==> src/rtl/pack_pkg.sv <==
`timescale 1ns/1ps
package pack_pkg;
  // Strobes from control to datapath, valid for the current cycle.
  typedef struct packed {
    logic clearAcc;  // discard partial byte (mode changed)
    logic take;      // accept sampleIn into the accumulator
    logic emit;      // this sample completes the byte
  } packStrobe_t;
endpackage

==> src/rtl/pack_ctrl.sv <==
`timescale 1ns/1ps
module pack_ctrl
  import pack_pkg::*;
#(
  parameter int DATA_W = 8,
  parameter int MODE_W = 2,
  parameter int CNT_W  = 3
) (
  input  logic              clk,
  input  logic              rst_n,
  input  logic [MODE_W-1:0] packMode,
  input  logic              sampleValid,
  output packStrobe_t       strobe
);
  localparam logic [CNT_W:0] ONE = (CNT_W+1)'(1);

  logic [MODE_W-1:0] lastMode;
  logic [CNT_W-1:0]  fillCnt;
  logic [CNT_W-1:0]  effCnt;
  logic [CNT_W-1:0]  lastSlot;
  logic [CNT_W:0]    slotsPerByte;
  logic              modeChange;

  always_comb begin
    modeChange      = (packMode != lastMode);
    effCnt          = modeChange ? '0 : fillCnt;
    slotsPerByte    = ONE << packMode;
    lastSlot        = CNT_W'(slotsPerByte - ONE);
    strobe.clearAcc = modeChange;
    strobe.take     = sampleValid;
    strobe.emit     = sampleValid && (effCnt == lastSlot);
  end

  always_ff @(posedge clk) begin
    if (!rst_n) begin
      lastMode <= '0;
      fillCnt  <= '0;
    end else begin
      lastMode <= packMode;
      if (strobe.take) begin
        fillCnt <= strobe.emit ? '0 : effCnt + 1'b1;
      end else begin
        fillCnt <= effCnt;
      end
    end
  end
endmodule

==> src/rtl/pack_datapath.sv <==
`timescale 1ns/1ps
module pack_datapath
  import pack_pkg::*;
#(
  parameter int DATA_W    = 8,
  parameter int MODE_W    = 2,
  parameter int NUM_MODES = 4
) (
  input  logic              clk,
  input  logic              rst_n,
  input  logic [MODE_W-1:0] packMode,
  input  logic [DATA_W-1:0] sampleIn,
  input  packStrobe_t       strobe,
  output logic [DATA_W-1:0] byteOut,
  output logic              byteValid
);
  logic [DATA_W-1:0] acc;
  logic [DATA_W-1:0] base;
  logic [DATA_W-1:0] nextAcc;
  logic [DATA_W-1:0] cand [NUM_MODES];

  assign base = strobe.clearAcc ? '0 : acc;

  // One insertion path per mode: new sample enters at the top, older
  // samples move down, so the earliest ends in the least significant slot.
  for (genvar m = 0; m < NUM_MODES; m++) begin : g_mode
    localparam int W = DATA_W >> m;
    if (W == DATA_W) begin : g_pass
      assign cand[m] = sampleIn;
    end else begin : g_shift
      assign cand[m] = {sampleIn[W-1:0], base[DATA_W-1:W]};
    end
  end

  assign nextAcc = cand[packMode];

  always_ff @(posedge clk) begin
    if (!rst_n) begin
      acc       <= '0;
      byteOut   <= '0;
      byteValid <= 1'b0;
    end else begin
      acc       <= strobe.take ? nextAcc : base;
      byteValid <= strobe.emit;
      if (strobe.emit) begin
        byteOut <= nextAcc;
      end
    end
  end
endmodule

==> src/rtl/sample_packer.sv <==
`timescale 1ns/1ps
module sample_packer
  import pack_pkg::*;
#(
  parameter int DATA_W = 8
) (
  input  logic       clk,
  input  logic       rst_n,
  input  logic [1:0] packMode,
  input  logic [7:0] sampleIn,
  input  logic       sampleValid,
  output logic [7:0] byteOut,
  output logic       byteValid
);
  localparam int NUM_MODES = $clog2(DATA_W) + 1;
  localparam int MODE_W    = $clog2(NUM_MODES);
  localparam int CNT_W     = $clog2(DATA_W);

  packStrobe_t strobe;

  pack_ctrl #(.DATA_W(DATA_W), .MODE_W(MODE_W), .CNT_W(CNT_W)) ctrl_i (
    .clk        (clk),
    .rst_n      (rst_n),
    .packMode   (packMode),
    .sampleValid(sampleValid),
    .strobe     (strobe)
  );

  pack_datapath #(.DATA_W(DATA_W), .MODE_W(MODE_W), .NUM_MODES(NUM_MODES)) dp_i (
    .clk      (clk),
    .rst_n    (rst_n),
    .packMode (packMode),
    .sampleIn (sampleIn),
    .strobe   (strobe),
    .byteOut  (byteOut),
    .byteValid(byteValid)
  );
endmodule

==> config.mk <==
export PLATFORM = sky130hd
export DESIGN_NAME = sample_packer
export DESIGN_NICKNAME = d
export VERILOG_FILES = /design/src/rtl/pack_pkg.sv /design/src/rtl/pack_ctrl.sv /design/src/rtl/pack_datapath.sv /design/src/rtl/sample_packer.sv
export SDC_FILE = /design/constraint.sdc
export NUM_CORES = 1
export LEC_CHECK = 0
export BUFFER_PORTS_ARGS = -buffer_cell sky130_fd_sc_hd__clkbuf_2
export CORE_AREA = 3 3 71 73
export CTS_CLUSTER_DIAMETER = 30
export DETAILED_ROUTE_END_ITERATION = 6
export DIE_AREA = 0 0 74 76
export SLEW_MARGIN = 25
export SYNTH_ARGS = -nofsm -noshare
export SYNTH_HDL_FRONTEND = slang
export SYNTH_SLANG_ARGS = --single-unit
==> constraint.sdc <==
create_clock -name clk -period 2.62 [get_ports clk]
set_input_delay 0.131 -clock clk [delete_from_list [all_inputs] [get_ports clk]]
set_output_delay 0.131 -clock clk [all_outputs]
set_load 0.005 [all_outputs]
==> results.txt, run 1 <==
outcome - complete, no violations
Slew HR - 53.6%
Root Buffer - clkbuf_8
Rows - 24
first-iteration detailed-routing DRC count - 100
n_diodes - 0
cells after synthesis - 150
Global Route Usage Sum - 11.7%
Synth async-reset ratio - 0%
die footprint - 5620 sq um
register bit total from synthesis - 21
core area - 4410 sq um
CP Class - reg2reg
hold depth - 2
first-pass GRT wire length - 5.22 mm
most frequent cell after synthesis - dfxtp_1
Post-DP HPWL - 2.27 mm
final setup fails - 0
crit path DAT - 2060 ps
maximum vdd drop - 0.000186 V
reg2reg start - ctrl_i.lastMode[0]
number of synthesized flops with an enable pin - 0
clk slew on worst S/H paths - 80 ps
FF-to-FF setup slack - 680 ps
wire per inst - 14.4 um
number of global-route vias before repair - 1048
CTS buffer count - 3
Synth cell types - 46
Worst Skew - 1.88 ps
CP max FO - 12
sequential-to-total area share from yosys stat - 31.5%
element type at the critical path end - flip-flop
maximum operating frequency - 0.516 GHz
IO Count - 22
RSZ-0062 raised after global routing - no
Layout area overhead - 10.7%
LEAKAGE - 0.000556 uW
grt total ovfl - 0
die width - 74 um
pwr/cell area - 469 nW/um^2
latest clock arrival within the worst-skew pair - 260 ps
number of port buffers - 21
post-route cell area - 1480 sq um
WL final - 3.10 mm
initial antenna violation count - 0
FF-to-FF End - ctrl_i.fillCnt[2]
CTS tree - yes
Initial Utilization - 30.3%
fin crit period - 1940 ps
DRC - 0
Max-Cap Viols - 0
hold buffer count at CTS - 0
synth top area cells - dfxtp_1, a21oi_1, a211oi_2, nor2_1, nand2_1
type of the worst min-delay path - in2reg
Nets - 179
Post-DRT Antenna Nets - 0
pre-CTS setup slack - 705 ps
final hold vios - 0
postcts setup bufs - 0
Hold Path Sink - ctrl_i.lastMode[0]
Avg Inst Size Synth - 8.91 sq um
layout cells sized above 1 - 28.0%
Synth warnings - 0
Hold Startpoint - rst_n
Gates resized, CTS repair - 0
first drt pass iteration count - 4
syn_nets - 164
WP data required - 2740 ps
worst-margin pin slew - 695 ps
cell area after placement - 1430 sq um
Max Slew Vio Count - 0
crit path launch type - flip-flop
Top FF cell, synth - dfxtp_1
Max H-tree Level - 1
total power - 693 uW
Die Span Y - 76 um
final worst-path cycle share - 73.9%
FF-to-FF path depth - 8
gpl congestion - 0.827
clock buffer depth - 2
largest net degree at the start of global routing - 25
post-synth top area share - 31.5%
Setup Total Neg Slack - 0 ps
clock sinks - 21
Avg Vias per Cell - 5.22
min setup slack post-route - 683 ps
top cells by count, synth - dfxtp_1, a21oi_1, nor2_1
vias - 1128
largest area contributor in the netlist - dfxtp_1
synthesized cell area - 1340 sq um
## sequential cells by signal (all words and copies together) (netlist names)
signal,count
ctrl_i.lastMode,2
dp_i.byteValid,1
ctrl_i.fillCnt,3
dp_i.acc,7
dp_i.byteOut,8
## kinds of logic (layout without fill, tap and decap cells)
| kind of cell | count (synthesis) | after routing | share of synthesized area [%] |
|---|---|---|---|
| multiplexers | 8 | 8 | 7.30 |
| adder cells (fa/ha/maj) | 1 | 1 | 0.936 |
| AO/OA/AOI/OAI | 47 | 47 | 27.6 |
| XOR/XNOR | 3 | 3 | 2.53 |
| buffers and inverters | 16 | 30 | 7.21 |
| AND/OR/NAND/NOR | 54 | 54 | 22.9 |
| flip-flops | 21 | 21 | 31.5 |
## how the worst max path moves through the flow
| stage | from | to | slack (ps) |
|---|---|---|---|
| after global placement | ctrl_i.lastMode[0] | ctrl_i.fillCnt[2] | 730 |
| final | ctrl_i.lastMode[0] | ctrl_i.fillCnt[2] | 680 |
| after detailed placement | ctrl_i.lastMode[0] | ctrl_i.fillCnt[2] | 700 |
| after floorplan | ctrl_i.lastMode[0] | ctrl_i.fillCnt[1] | 1050 |
| after global routing | ctrl_i.lastMode[1] | ctrl_i.fillCnt[2] | 450 |
| after CTS | ctrl_i.lastMode[0] | ctrl_i.fillCnt[2] | 680 |
## area by class of cell
class	instances	area [sq um]
Tap cell	52	65.1
Clock inverter	1	5.00
Inverter	4	15.0
Fill cell	470	2940
Multi-Input combinational cell	113	820
Clock buffer	3	41.3
Timing Repair Buffer	22	113
Sequential cell	21	420
## worst max-delay path: stages, from the launching register on
cell	delay, ps
dfxtp_1	580
xnor2_2	190
and2_1	410
nand2_1	140
inv_1	70
ha_1	130
nand2_1	60
xnor2_1	150
nor3_1	60
## routing by layer
layer | routed length, um | part of all wire, % | GRT usage [%]
met1 | 1620 | 52 | 18.2
met2 | 1340 | 43 | 16.4
met3 | 150 | 4.8 | 2.37
met4 | 0 | 0 | 2.17
met5 | 0 | 0 | 0
## cells in the final DEF (no fill, tap or decap), types with 4 or more instances in the layout
cell	synthesis	routed
o21ai_1	4	4
clkbuf_2	0	21
a21oi_1	18	18
nor3b_1	4	4
nor2_1	13	13
nand2_1	11	11
a31oi_1	6	6
nand3_1	6	6
a211oi_2	5	5
dfxtp_1	21	21
## power breakdown
group | internal, uW | switching (uW) | total [uW]
registers | 332 | 13.7 | 346
clock network | 106 | 107 | 213
logic | 52.3 | 81.8 | 134
total | 491 | 202 | 693
## per-stage QoR
step	hold WS (ps)	utilization (%)	std cells
after CTS	141	33.5	216
final	138	33.5	216
after detailed placement	413	32.5	212
after floorplan	258	-	150
after global routing	157	33.5	216
after global placement	406	32.5	212
Note: power is estimated with default switching activity, not from simulation.
==> run 2, diff against run 1 <==
==> constraint.sdc (replaced) <==
create_clock -name clk -period 1.8 [get_ports clk]
set_input_delay 0.09 -clock clk [delete_from_list [all_inputs] [get_ports clk]]
set_output_delay 0.09 -clock clk [all_outputs]
set_load 0.005 [all_outputs]
==> run 2 against run 1 <==
Worst setup slack got worse by 510 ps. Die area is the same. Clock skew is 2.0 ps higher. Sequential power increased by 46%. Clock power is 50% higher. Cell area rose by 4.2%. Register-to-register slack worse by 510 ps. Sequential share of layout area shrank 0.99 points. Highest routed layer is now met4.
==> results.txt, run 2 (synthesis results as in run 1) <==
number of global-route vias before repair - 1129
Global Route Usage Sum - 12.2%
wire per inst - 15.0 um
Nets - 187
crit path launch type - flip-flop
vias - 1179
Met2 Wirelength - 1.58 mm
latest clock arrival within the worst-skew pair - 260 ps
CP max FO - 13
maximum vdd drop - 0.000224 V
Rows - 24
WL final - 3.36 mm
Setup Total Neg Slack - 0 ps
Crit path largest cell delay - 470 ps
Critical Path, Cell by Cell - and4_1 > a211oi_2 > o32ai_2 > a21oi_1 > a211oi_2
LEAKAGE - 0.000595 uW
min setup slack post-route - 172 ps
die width - 74 um
clk slew on worst S/H paths - 80 ps
Final Non-Filler Cells - 224
Gates resized, CTS repair - 1
n_diodes - 0
pwr/cell area - 676 nW/um^2
layout cells sized above 1 - 32.6%
largest net degree at the start of global routing - 20
clock buffer depth - 2
Max-Cap Viols - 0
Worst Skew - 3.85 ps
Metal-1 WL - 1.62 mm
type of the worst min-delay path - in2reg
grt total ovfl - 0
CTS buffer count - 3
first drt pass iteration count - 4
core area - 4410 sq um
IO Count - 22
postcts setup bufs - 0
Max H-tree Level - 1
first-iteration detailed-routing DRC count - 119
Layout area overhead - 15.4%
final worst-path cycle share - 90.4%
gpl congestion - 0.788
worst-margin pin slew - 611 ps
DR WL met3 - 120 um
element type at the critical path end - flip-flop
hold buffer count at CTS - 0
WP data required - 1990 ps
crit-path leading delay family - compound AO/OA/AOI/OAI gates
Slowest-stage cell, CP - dfxtp_2
RSZ-0062 raised after global routing - no
outcome - complete, no violations
top routing layer used - met4
Post-DP HPWL - 2.54 mm
crit path DAT - 1820 ps
die footprint - 5620 sq um
Post-DRT Antenna Nets - 0
final setup fails - 0
final hold vios - 0
Die Span Y - 76 um
most frequent CP cell - a211oi_2
CTS tree - yes
number of port buffers - 21
CP Class - reg2reg
max reg flops - 8
clock sinks - 21
Slew HR - 59.3%
DRC - 0
maximum operating frequency - 0.614 GHz
Initial Utilization - 30.3%
first-pass GRT wire length - 5.44 mm
initial antenna violation count - 0
critical path buffer and inverter count - 0
most flop-heavy register - dp_i.byteOut
commonest non-fill, non-tap cell in the layout - clkbuf_2
Max Slew Vio Count - 0
most frequent cells in the layout - clkbuf_2, dfxtp_1, a21oi_1
number of cells after detailed placement - 220
pre-CTS setup slack - 23.4 ps
Avg Vias per Cell - 5.26
Root Buffer - clkbuf_8
Top Registers - dp_i.byteOut: 8 flops, dp_i.acc: 7 flops, ctrl_i.fillCnt: 3 flops
fin crit period - 1630 ps
[run 2: cell count changes in the layout (fill, tap and decap cells not counted), sizes merged]
cell | previous run | this run
buf | 1 | 9
[run 2: final timing paths]
check,startpoint,end,slack (ps),cells past startpoint
worst max-delay path,ctrl_i.lastMode[1],dp_i.byteOut[4],170,5
worst min-delay path,rst_n,ctrl_i.lastMode[0],100,2
worst max register to register,ctrl_i.lastMode[1],dp_i.byteOut[4],170,5
worst min register to register,dp_i.byteOut[7],dp_i.byteOut[7],490,2
[run 2: layout make-up]
type / count / area [sq um]
sequential: 21 / 423
clock inverter: 1 / 5.00
tap: 52 / 65.1
timing repair buffer: 30 / 173
inverter: 4 / 15.0
multi-input combinational: 113 / 820
clock buffer: 3 / 41.3
fill: 472 / 2870
[run 2: power breakdown]
group          switching (uW)  internal, uW
clock network             166           155
registers                20.4           485
logic                     124          92.9
[run 2: through the flow]
step	power (uW)	area (sq um)	util [%]	hold slack, ps
floorplan	665	1340	-	217
global placement	733	1490	33.8	368
detailed placement	731	1490	33.8	370
CTS	1050	1540	34.9	96.1
global route	1100	1540	34.9	113
finish	1040	1540	34.9	95.3
[run 2: metal layers]
layer  track usage [%]  vias up
met3              2.37        6
li1                  -      602
met2              18.9       20
met5                 0        -
met1              16.8      551
met4              4.17        0
